===== config.mk =====
export PLATFORM = sky130hd
export DESIGN_NAME = ram_bist
export DESIGN_NICKNAME = d
export VERILOG_FILES = /design/src/rtl/ram_bist_pkg.sv /design/src/rtl/bist_addr_ctr.sv /design/src/rtl/bist_pattern.sv /design/src/rtl/bist_cmp.sv /design/src/rtl/bist_ctrl.sv /design/src/rtl/ram_bist.sv
export SDC_FILE = /design/constraint.sdc
export NUM_CORES = 1
export LEC_CHECK = 0
export CAP_MARGIN = 15
export CORE_MARGIN = 3
export CORE_UTILIZATION = 57
export DETAILED_ROUTE_END_ITERATION = 10
export DONT_BUFFER_PORTS = 1
export GPL_TIMING_DRIVEN = 0
export MAX_ROUTING_LAYER = met4
export PLACE_DENSITY = 0.72
export SLEW_MARGIN = 10
export SYNTH_ARGS = -nofsm -noshare
export SYNTH_HDL_FRONTEND = slang
export SYNTH_SLANG_ARGS = --single-unit

===== constraint.sdc =====
create_clock -name clk -period 2.2 [get_ports clk]
set_clock_uncertainty 0.1 [all_clocks]
set_input_delay 0.11 -clock clk [delete_from_list [all_inputs] [get_ports clk]]
set_output_delay 0.11 -clock clk [all_outputs]
set_load 0.01 [all_outputs]

===== src/rtl/ram_bist_pkg.sv =====
package ram_bist_pkg;
   typedef enum logic [2:0] {
      ST_IDLE,
      ST_FILL,
      ST_VER1,
      ST_INV_RD,
      ST_INV_WR,
      ST_VER2,
      ST_TAIL,
      ST_DONE
   } bist_st_e;

   function automatic int unsigned addr_bits(input int unsigned depth);
      return (depth > 1) ? $clog2(depth) : 1;
   endfunction
endpackage


===== src/rtl/bist_addr_ctr.sv =====
module bist_addr_ctr #(
   parameter int unsigned DEPTH = 1024,
   parameter int unsigned AW    = ram_bist_pkg::addr_bits(DEPTH)
) (
   input  logic          clk,
   input  logic          rst_n,
   input  logic          clr,
   input  logic          inc,
   output logic [AW-1:0] addr,
   output logic          last
);
   localparam logic [AW-1:0] TOP = AW'(DEPTH - 1);

   logic [AW-1:0] addr_q;

   always_ff @(posedge clk or negedge rst_n) begin
      if (!rst_n)      addr_q <= '0;
      else if (clr)    addr_q <= '0;
      else if (inc)    addr_q <= addr_q + AW'(1);
   end

   assign addr = addr_q;
   assign last = (addr_q == TOP);


   addr_in_range_chk: assert property (@(posedge clk) disable iff (!rst_n)
      addr_q <= TOP);
endmodule


===== src/rtl/bist_pattern.sv =====
module bist_pattern #(
   parameter int unsigned AW = 10,
   parameter int unsigned DW = 16
) (
   input  logic [AW-1:0] addr,
   output logic [DW-1:0] pat
);
   generate
      if (DW > AW) begin : g_extend
         assign pat = {{(DW - AW){1'b0}}, addr};
      end else if (DW == AW) begin : g_same
         assign pat = addr;
      end else begin : g_trunc
         assign pat = addr[DW-1:0];
      end
   endgenerate
endmodule


===== src/rtl/bist_cmp.sv =====
module bist_cmp #(
   parameter int unsigned AW = 10,
   parameter int unsigned DW = 16
) (
   input  logic          clk,
   input  logic          rst_n,
   input  logic          issue,
   input  logic [DW-1:0] exp_in,
   input  logic [AW-1:0] addr_in,
   input  logic [DW-1:0] rdata,
   output logic          vld,
   output logic          mism,
   output logic [AW-1:0] mism_addr
);
   logic          vld_q;
   logic [DW-1:0] exp_q;
   logic [AW-1:0] addr_q;

   always_ff @(posedge clk or negedge rst_n) begin
      if (!rst_n) begin
         vld_q  <= 1'b0;
         exp_q  <= '0;
         addr_q <= '0;
      end else begin
         vld_q <= issue;
         if (issue) begin
            exp_q  <= exp_in;
            addr_q <= addr_in;
         end
      end
   end

   assign vld       = vld_q;
   assign mism      = vld_q && (rdata != exp_q);
   assign mism_addr = addr_q;
endmodule


===== src/rtl/bist_ctrl.sv =====
module bist_ctrl
   import ram_bist_pkg::*;
(
   input  logic     clk,
   input  logic     rst_n,
   input  logic     start,
   input  logic     last,
   input  logic     mism,
   output bist_st_e state,
   output logic     go,
   output logic     clr,
   output logic     inc,
   output logic     we,
   output logic     issue,
   output logic     inv_wr,
   output logic     ver2,
   output logic     fail
);
   bist_st_e st_q, st_d;
   logic     fail_q;

   always_comb begin
      st_d   = st_q;
      go     = 1'b0;
      clr    = 1'b0;
      inc    = 1'b0;
      we     = 1'b0;
      issue  = 1'b0;
      if (mism) begin
         st_d = ST_DONE;
      end else begin
         unique case (st_q)
            ST_IDLE, ST_DONE: begin
               if (start) begin
                  go   = 1'b1;
                  clr  = 1'b1;
                  st_d = ST_FILL;
               end
            end
            ST_FILL: begin
               we = 1'b1;
               if (last) begin
                  clr  = 1'b1;
                  st_d = ST_VER1;
               end else begin
                  inc = 1'b1;
               end
            end
            ST_VER1: begin
               issue = 1'b1;
               if (last) begin
                  clr  = 1'b1;
                  st_d = ST_INV_RD;
               end else begin
                  inc = 1'b1;
               end
            end
            ST_INV_RD: st_d = ST_INV_WR;
            ST_INV_WR: begin
               we = 1'b1;
               if (last) begin
                  clr  = 1'b1;
                  st_d = ST_VER2;
               end else begin
                  inc  = 1'b1;
                  st_d = ST_INV_RD;
               end
            end
            ST_VER2: begin
               issue = 1'b1;
               if (last) st_d = ST_TAIL;
               else      inc  = 1'b1;
            end
            ST_TAIL: st_d = ST_DONE;
            default: st_d = ST_IDLE;
         endcase
      end
   end

   always_ff @(posedge clk or negedge rst_n) begin
      if (!rst_n) begin
         st_q   <= ST_IDLE;
         fail_q <= 1'b0;
      end else begin
         st_q <= st_d;
         if (mism)    fail_q <= 1'b1;
         else if (go) fail_q <= 1'b0;
      end
   end

   assign state  = st_q;
   assign inv_wr = (st_q == ST_INV_WR);
   assign ver2   = (st_q == ST_VER2);
   assign fail   = fail_q;


   inv_pairs_chk: assert property (@(posedge clk) disable iff (!rst_n)
      (st_q == ST_INV_WR) |-> ($past(st_q) == ST_INV_RD));
endmodule


===== src/rtl/ram_bist.sv =====
module ram_bist
   import ram_bist_pkg::*;
#(
   parameter int unsigned DEPTH  = 1024,
   parameter int unsigned DATA_W = 16,
   parameter int unsigned AW     = addr_bits(DEPTH)
) (
   input  logic              clk,
   input  logic              rst_n,
   input  logic              start,
   output logic [AW-1:0]     ram_addr,
   output logic [DATA_W-1:0] ram_wdata,
   output logic              ram_we,
   input  logic [DATA_W-1:0] ram_rdata,
   output logic              done,
   output logic              fail,
   output logic [AW-1:0]     fail_addr,
   output logic              irq
);
   generate
      if (DEPTH < 2) begin : g_bad_depth
         $error("ram_bist: DEPTH must be at least 2");
      end
      if (DATA_W < 1) begin : g_bad_width
         $error("ram_bist: DATA_W must be at least 1");
      end
      if ((1 << AW) < DEPTH) begin : g_bad_aw
         $error("ram_bist: AW too narrow for DEPTH");
      end
   endgenerate

   bist_st_e          state;
   logic              go, clr, inc, we, issue, inv_wr, ver2, fail_c;
   logic              last, cmp_vld, mism;
   logic [AW-1:0]     addr, mism_addr;
   logic [DATA_W-1:0] pat, exp_val;
   logic [AW-1:0]     fail_addr_q;
   logic              irq_q;

   bist_addr_ctr #(.DEPTH(DEPTH), .AW(AW)) u_ctr (
      .clk(clk), .rst_n(rst_n), .clr(clr), .inc(inc), .addr(addr), .last(last)
   );

   bist_pattern #(.AW(AW), .DW(DATA_W)) u_pat (.addr(addr), .pat(pat));

   bist_ctrl u_ctrl (
      .clk(clk), .rst_n(rst_n), .start(start), .last(last), .mism(mism),
      .state(state), .go(go), .clr(clr), .inc(inc), .we(we), .issue(issue),
      .inv_wr(inv_wr), .ver2(ver2), .fail(fail_c)
   );

   assign exp_val = ver2 ? ~pat : pat;

   bist_cmp #(.AW(AW), .DW(DATA_W)) u_cmp (
      .clk(clk), .rst_n(rst_n), .issue(issue), .exp_in(exp_val),
      .addr_in(addr), .rdata(ram_rdata), .vld(cmp_vld), .mism(mism),
      .mism_addr(mism_addr)
   );

   always_ff @(posedge clk or negedge rst_n) begin
      if (!rst_n) begin
         fail_addr_q <= '0;
         irq_q       <= 1'b0;
      end else if (mism) begin
         fail_addr_q <= mism_addr;
         irq_q       <= 1'b1;
      end else if (go) begin
         fail_addr_q <= '0;
         irq_q       <= 1'b0;
      end
   end

   assign ram_addr  = addr;
   assign ram_wdata = inv_wr ? ~ram_rdata : pat;
   assign ram_we    = we;
   assign done      = (state == ST_DONE);
   assign fail      = fail_c;
   assign fail_addr = fail_addr_q;
   assign irq       = irq_q;


   done_quiet_chk: assert property (@(posedge clk) disable iff (!rst_n)
      done |-> (!ram_we && !cmp_vld));


   irq_tracks_fail_chk: assert property (@(posedge clk) disable iff (!rst_n)
      irq == fail);


   result_hold_chk: assert property (@(posedge clk) disable iff (!rst_n)
      (done && !start) |=> (done && $stable(fail) && $stable(fail_addr)));


   fill_step_chk: assert property (@(posedge clk) disable iff (!rst_n)
      (state == ST_FILL && $past(state) == ST_FILL) |-> (ram_addr == $past(ram_addr) + AW'(1)));


   start_clears_chk: assert property (@(posedge clk) disable iff (!rst_n)
      (done && start) |=> (!fail && !irq && state == ST_FILL));
endmodule


==> flow_summary.yaml, run 1 <==
sta:
  fin_crit_sh_pct: 106.8
  setup_viol: 22
  final.min_clock_period_ns: 2.350
  finalHoldViolCount: 0
  rsz0062_at_grt: "true"
  max-slew-margin-rel_pct: 57.14
  whs_ns: 0.01622
  final_max_slew_viol_count: 0
  max_freq_ghz: 0.4255
  tightestPinTransition_ns: 0.6429
  setup_slack_ns: -0.1499
setup_path:
  max_stage_delay_ns: 0.45
  cp-start-kind: "flip-flop"
  cp-end-kind: "flip-flop"
  crit_chain: "or4_4, mux2i_4, a41oi_4, buf_6, nor2_1, buf_4, a222oi_1"
  worstSetupPathType: "flip-flop to flip-flop"
  cp_max_fo: 10
  required_ns: 2.25
  crit_path_top_delay_cell: "or4_4"
  worst_ep_arrival_time_ns: 2.40
  reg2reg_slack_ns: -0.15
yosys:
  synthArstFlopShare_pct: 100.0
  synth_cells: 320
  synth_area_leader_cell: "dfrtp_1"
  synth_compound_area_share_pct: 25.32
  avgSynthCellArea_um2: 8.477
  synth_top_family_by_area: "compound AO/OA/AOI/OAI gates"
  synth_flop_cell: "dfrtp_1"
  ys_seq_area_share_pct: 42.44
  synthSimpleGateAreaFrac_pct: 18.45
  synth_cell_types: 39
  synth_warnings: 0
  synthAdderAreaFrac_pct: 0.4613
  synth-xor-area-share_pct: 3.875
  synth_mux_area_share_pct: 1.153
  synth-edff-count: 0
  ys_top_cells_by_area: "dfrtp_1 (42%), nand2_1 (5.4%), a222oi_1 (5.2%)"
  syn_nets: 340
  netlist.area_leader.share_pct: 42.44
  synth-seq-cells: 46
  syn_area_um2: 2713
power:
  internal-power_uw: 2906
  power_density_nw_per_um2: 1568
  comb_power_share_pct: 54.4
  power_frac_seq_pct: 30.9
  p_leak_uw: 0.001426
  p_sw_uw: 2363
  swShare_pct: 44.85
  vdd_drop_max_mv: 0.9705
  clock_power_share_pct: 14.8
detailed_routing:
  vias_per_cell: 6.742
  routed_wl_um: 8290
  dr_total_vias: 2670
  first_pass_iters: 10
  detail-route-antenna-nets: 0
  wl_per_cell_um: 20.93
  drt_iter0_drc: 404
  route.detailed.drc: 0
floorplanning:
  die_x_um: 74.99
  placeableCoreArea_um2: 4474
  io_pins: 59
  die_y_um: 74.99
  start_util_pct: 60.63
  rows: 24
  design.die.area_um2: 5623
grt:
  grt_overflow: 0
  grt_pass1_wl_um: 12180
  antenna_found_initial: 0
  grt_max_degree: 47
  track_usage_pct: 30.01
  grt_pass1_vias: 2476
cells_and_area:
  n_fill_cell: 287
  multi_input_area_um2: 1533
  seq_area_um2: 1160
  layout_commonest_cell: "dfrtp_1"
  final_cell_mix: "dfrtp_1 (39), nand2_1 (37), inv_1 (25)"
  area_growth_pct: 23.89
  n_antenna_cell: 0
  drive_above_1_share_pct: 23.84
  fin_nets: 363
clock_tree:
  tritoncts: "done"
  ctsHtreeMaxLevel: 2
  cts.sinks: 46
  clockBufferDepth: 2
  clkTransAtPathRegs_ns: 0.09
  clock_latency_ns: 0.30
  numCtsBuffers: 5
  clock-root-buffer: "clkbuf_8"
placement:
  port_buffers: 0
  pre_cts_slack_ns: -0.4272
  gp_congestion: 0.9886
  dp_hpwl_um: 5174
status:
  status: "finished with violations"
  violations: "negative setup slack"
run:
  cap_violations: 0
hold_path:
  hold_class: "input pin to flip-flop"
-- kinds of logic (layout without fill, tap and decap cells) --
group	count (synthesis)	count (layout)
fa+ha+maj	1	1
simple gates	103	103
buf+inv	56	79
compound gates	99	100
flops	46	46
mux	3	3
xor+xnor	12	12
-- stage by stage --
stage                     area, µm²  total power (µW)  setup TNS (ns)  utilization [%]  cells
after floorplan                2720              3240        -0.02204                -    320
after global placement         2785              3744          -14.57            62.25    372
after detailed placement       2785              3786          -15.52            62.25    372
after CTS                      3217              4954          -2.569            71.90    391
after global routing           3361              5609          -3.047            75.11    396
final                          3361              5269          -1.913            75.11    396
-- power by group through the flow --
stage | sequential, µW | combinational (µW) | clock [µW]
global route | 1670 | 3130 | 812
detailed placement | 1620 | 2160 | 0
floorplan | 1510 | 1730 | 0
CTS | 1600 | 2570 | 782
finish | 1630 | 2870 | 778
global placement | 1620 | 2120 | 0
-- final cells by class --
class	count	share of cell area [%]
tap	52	1.936
clock buffer	6	2.457
sequential	46	34.51
inverter	26	2.904
multi-input combinational	219	45.61
clock inverter	2	1.787
timing repair buffer	18	4.803
buffer	27	5.994
-- routing by layer --
layer	track usage [%]	part of all wire (%)	routed length, µm	vias to the layer above
met5	-	0	0	-
met3	6.008	9.3	767	30
met1	41.36	41	3394	1281
li1	-	-	-	1215
met2	43.42	47	3895	144
met4	11.66	2.8	233	0
-- cell usage after synthesis (2+ instances only) --
cell and number:
and3_1 3, mux2i_1 2, dfrtp_1 46, o22ai_1 20, a221oi_1 6, a22o_1 5, a21o_1 7, nand2_1 39
a211oi_1 2, nor3_1 9, or3_1 15, o21a_1 2, nand4_1 3, nor2_1 14, nand2b_1 2, buf_2 5
xor2_1 11, inv_1 26, o21ai_0 28, buf_4 2, a222oi_1 14, or4_1 2, o21bai_1 2, clkbuf_1 22
nand3_1 8, nor2b_1 3, a21oi_1 9, nor4_1 2
-- worst max-delay path: cells and delay by family (launching register included) --
kind / cells / cell delay, ns
AND/OR/NAND/NOR: 2 / 0.72
AO/OA/AOI/OAI: 2 / 0.32
multiplexers: 1 / 0.18
flip-flops: 1 / 0.43
buffers and inverters: 2 / 0.44
-- path summary, 6_finish.rpt --
check / depth (start not counted) / startpoint / end
min: 4 / start / u_ctrl.state[0]
max in group asynchronous: 2 / rst_n / u_ctr.addr[1]
min in group asynchronous: 2 / rst_n / u_cmp.exp_q[1]
max: 7 / u_cmp.exp_q[14] / u_cmp.exp_q[0]
min reg2reg: 2 / u_cmp.mism_addr[8] / fail_addr[8]
max reg2reg: 7 / u_cmp.exp_q[14] / u_cmp.exp_q[0]
-- registers in the layout (all words and copies together), names as in the netlist --
signal / flops
u_cmp.exp_q: 11
fail_addr: 10
u_ctrl.fail: 1
u_cmp.vld: 1
u_ctr.addr: 10
u_ctrl.state: 3
u_cmp.mism_addr: 10
-- repair_timing --
action                                 in CTS  in global routing
hold buffers                                3                  0
endpoints found under the hold margin      48                  0
gates cloned                                1                  2
pin swaps                                  13                 16
resized for setup                          57                 41
setup endpoints to repair                  63                 58
buffers inserted                            9                  4
No activity file was read; power rests on OpenSTA's default activity.
==> inputs of run 2 (changes only) <==
--- a/config.mk
+++ b/config.mk
@@ -7,12 +7,12 @@
 export LEC_CHECK = 0
 export CAP_MARGIN = 15
 export CORE_MARGIN = 3
-export CORE_UTILIZATION = 57
+export CORE_UTILIZATION = 60
 export DETAILED_ROUTE_END_ITERATION = 10
 export DONT_BUFFER_PORTS = 1
 export GPL_TIMING_DRIVEN = 0
 export MAX_ROUTING_LAYER = met4
-export PLACE_DENSITY = 0.72
+export PLACE_DENSITY = 0.73
 export SLEW_MARGIN = 10
 export SYNTH_ARGS = -nofsm -noshare
 export SYNTH_HDL_FRONTEND = slang
==> constraint.sdc (replaced) <==
create_clock -name clk -period 2.9 [get_ports clk]
set_clock_uncertainty 0.1 [all_clocks]
set_input_delay 0.145 -clock clk [delete_from_list [all_inputs] [get_ports clk]]
set_output_delay 0.145 -clock clk [all_outputs]
set_load 0.01 [all_outputs]
==> run 2 against run 1 <==
The flow now finishes without violations; combinational power decreased by 41%; setup slack improved by 0.33 ns; routed wire length decreased by 8.3%; final cell count decreased by 4.0%; register-to-register slack improved by 0.33 ns; critical path depth increased by 1; global-route usage increased by 1.4 points; via count decreased by 3.4%; sequential share of layout area increased by 4.7 points.
==> flow_summary.yaml, run 2 (synthesis results as in run 1) <==
power:
  swShare_pct: 46.71
  p_leak_uw: 0.001263
  vdd_drop_max_mv: 0.6303
  clock_power_share_pct: 14.5
  internal-power_uw: 1820
  power_frac_seq_pct: 36.0
  p_sw_uw: 1596
  total_power_uw: 3416
  power_density_nw_per_um2: 1162
  comb_power_share_pct: 49.5
detailed_routing:
  vias_per_cell: 6.789
  drt_iter0_drc: 352
  detail-route-antenna-nets: 0
  route.detailed.drc: 0
  first_pass_iters: 9
  routed_wl_um: 7606
  dr_total_vias: 2580
  wl_per_cell_um: 20.02
floorplanning:
  die_x_um: 73.24
  die_y_um: 73.24
  design.die.area_um2: 5364
  io_pins: 59
  rows: 23
  start_util_pct: 65.01
  placeableCoreArea_um2: 4173
hold_path:
  min_from: "start"
  hold_path_depth: 4
  hold_end: "u_ctrl.state[0]"
  hold_class: "input pin to flip-flop"
run:
  cap_violations: 0
sta:
  fin_crit_sh_pct: 93.67
  max-slew-margin-rel_pct: 63.30
  rsz0062_at_grt: "false"
  finalHoldViolCount: 0
  setup_viol: 0
  whs_ns: 0.03885
  setup_slack_ns: 0.1835
  max_freq_ghz: 0.3681
  tightestPinTransition_ns: 0.5504
  final_max_slew_viol_count: 0
  final.min_clock_period_ns: 2.716
  fin_tns_setup_ns: 0
setup_path:
  worst_ep_arrival_time_ns: 2.81
  cp_max_fo: 10
  reg2reg_to: "u_ctr.addr[8]"
  worstSetupPathType: "flip-flop to flip-flop"
  cp-start-kind: "flip-flop"
  ff2ff_path_depth: 8
  cp-end-kind: "flip-flop"
  reg2reg_slack_ns: 0.18
  required_ns: 2.99
  r2r-start: "u_ctr.addr[0]"
status:
  status: "completed"
clock_tree:
  ctsHtreeMaxLevel: 2
  clock_latency_ns: 0.31
  clockBufferDepth: 2
  clkTransAtPathRegs_ns: 0.09
  clock-root-buffer: "clkbuf_8"
  cts.sinks: 46
  numCtsBuffers: 5
  post_cts_buffers: 0
  tritoncts: "done"
placement:
  port_buffers: 0
  dp_hpwl_um: 5282
  pre_cts_slack_ns: 0.09396
  gp_congestion: 0.9823
cells_and_area:
  seq_area_um2: 1151
  layout_commonest_cell: "dfrtp_1"
  n_antenna_cell: 0
  largest-register: "u_cmp.exp_q"
  largest_reg_flops: 11
  fin_nets: 349
  drive_above_1_share_pct: 6.970
  final_cell_mix: "dfrtp_1 (46), nand2_1 (39), o21ai_0 (28)"
  area_growth_pct: 8.349
  n_fill_cell: 341
  multi_input_area_um2: 1341
grt:
  track_usage_pct: 31.41
  grt_pass1_wl_um: 12470
  antenna_found_initial: 0
  grt_max_degree: 47
  grt_overflow: 0
  grt_pass1_vias: 2534
-- run 2: cell count changes in the layout (fill, tap and decap cells not counted), sizes merged --
cell and change:
clkinv +1, inv +1, bufinv -1, buf -16
o21a -1, clkbuf +2
-- run 2: worst max path at each step --
stage	cells after the start	endpoint	slack [ns]	from
5_1_grt	7	u_cmp.mism_addr[8]	0.03	u_cmp.exp_q[14]
3_5_place_dp	6	ram_we	0.09	u_cmp.exp_q[14]
6_report	8	u_ctr.addr[8]	0.18	u_ctr.addr[0]
4_1_cts	5	ram_we	0.13	u_cmp.exp_q[14]
2_1_floorplan	8	u_ctr.addr[0]	0.61	u_ctr.addr[0]
3_3_place_gp	6	ram_we	0.11	u_cmp.exp_q[14]
-- run 2: stage by stage --
step / cell area, µm² / instances / util, %
floorplan: 2713 / 320 / -
global placement: 2775 / 370 / 66.51
detailed placement: 2775 / 370 / 66.51
CTS: 2938 / 380 / 70.40
global route: 2939 / 380 / 70.43
finish: 2939 / 380 / 70.43
-- run 2: cell type report --
class,count,share of cell area [%]
plain buffers,29,4.300
clock buffers,5,2.341
clock inverters,3,1.490
inverters,26,3.321
multi-input cells,218,45.64
flip-flops and latches,46,39.17
well taps,50,2.129
repair buffers,3,1.618
-- run 2: worst max-delay path: stages, from the launching register on --
cell      delay [ns]
dfrtp_1         0.62
ha_1            0.26
nand3_1         0.14
or4_1           0.44
clkbuf_1        0.19
o21a_1          0.21
buf_2           0.18
nor2b_1         0.20
a22o_1          0.27
-- run 2: per-layer routing --
layer  share of wire, %  wire, µm  track usage, %
met1                 42      3157           43.82
met2                 46      3496           44.19
met3                 10       780           5.510
met4                2.2       171           14.96
met5                  0         0               -
-- run 2: repair_timing --
| action | 4_1_cts | 5_1_grt |
|---|---|---|
| gates resized for setup | 2 | 3 |
| setup endpoints to repair | 1 | 14 |
| hold buffers | 3 | 0 |
| gates cloned | 0 | 0 |
| hold endpoints to repair | 48 | 0 |
| pin swaps | 0 | 0 |
-- run 2: power groups by stage --
stage	registers, µW	clock network (µW)	logic [µW]
finish	1230	497	1690
floorplan	1140	0	1310
detailed placement	1240	0	1630
CTS	1220	500	1660
global placement	1230	0	1600
global route	1260	530	1920
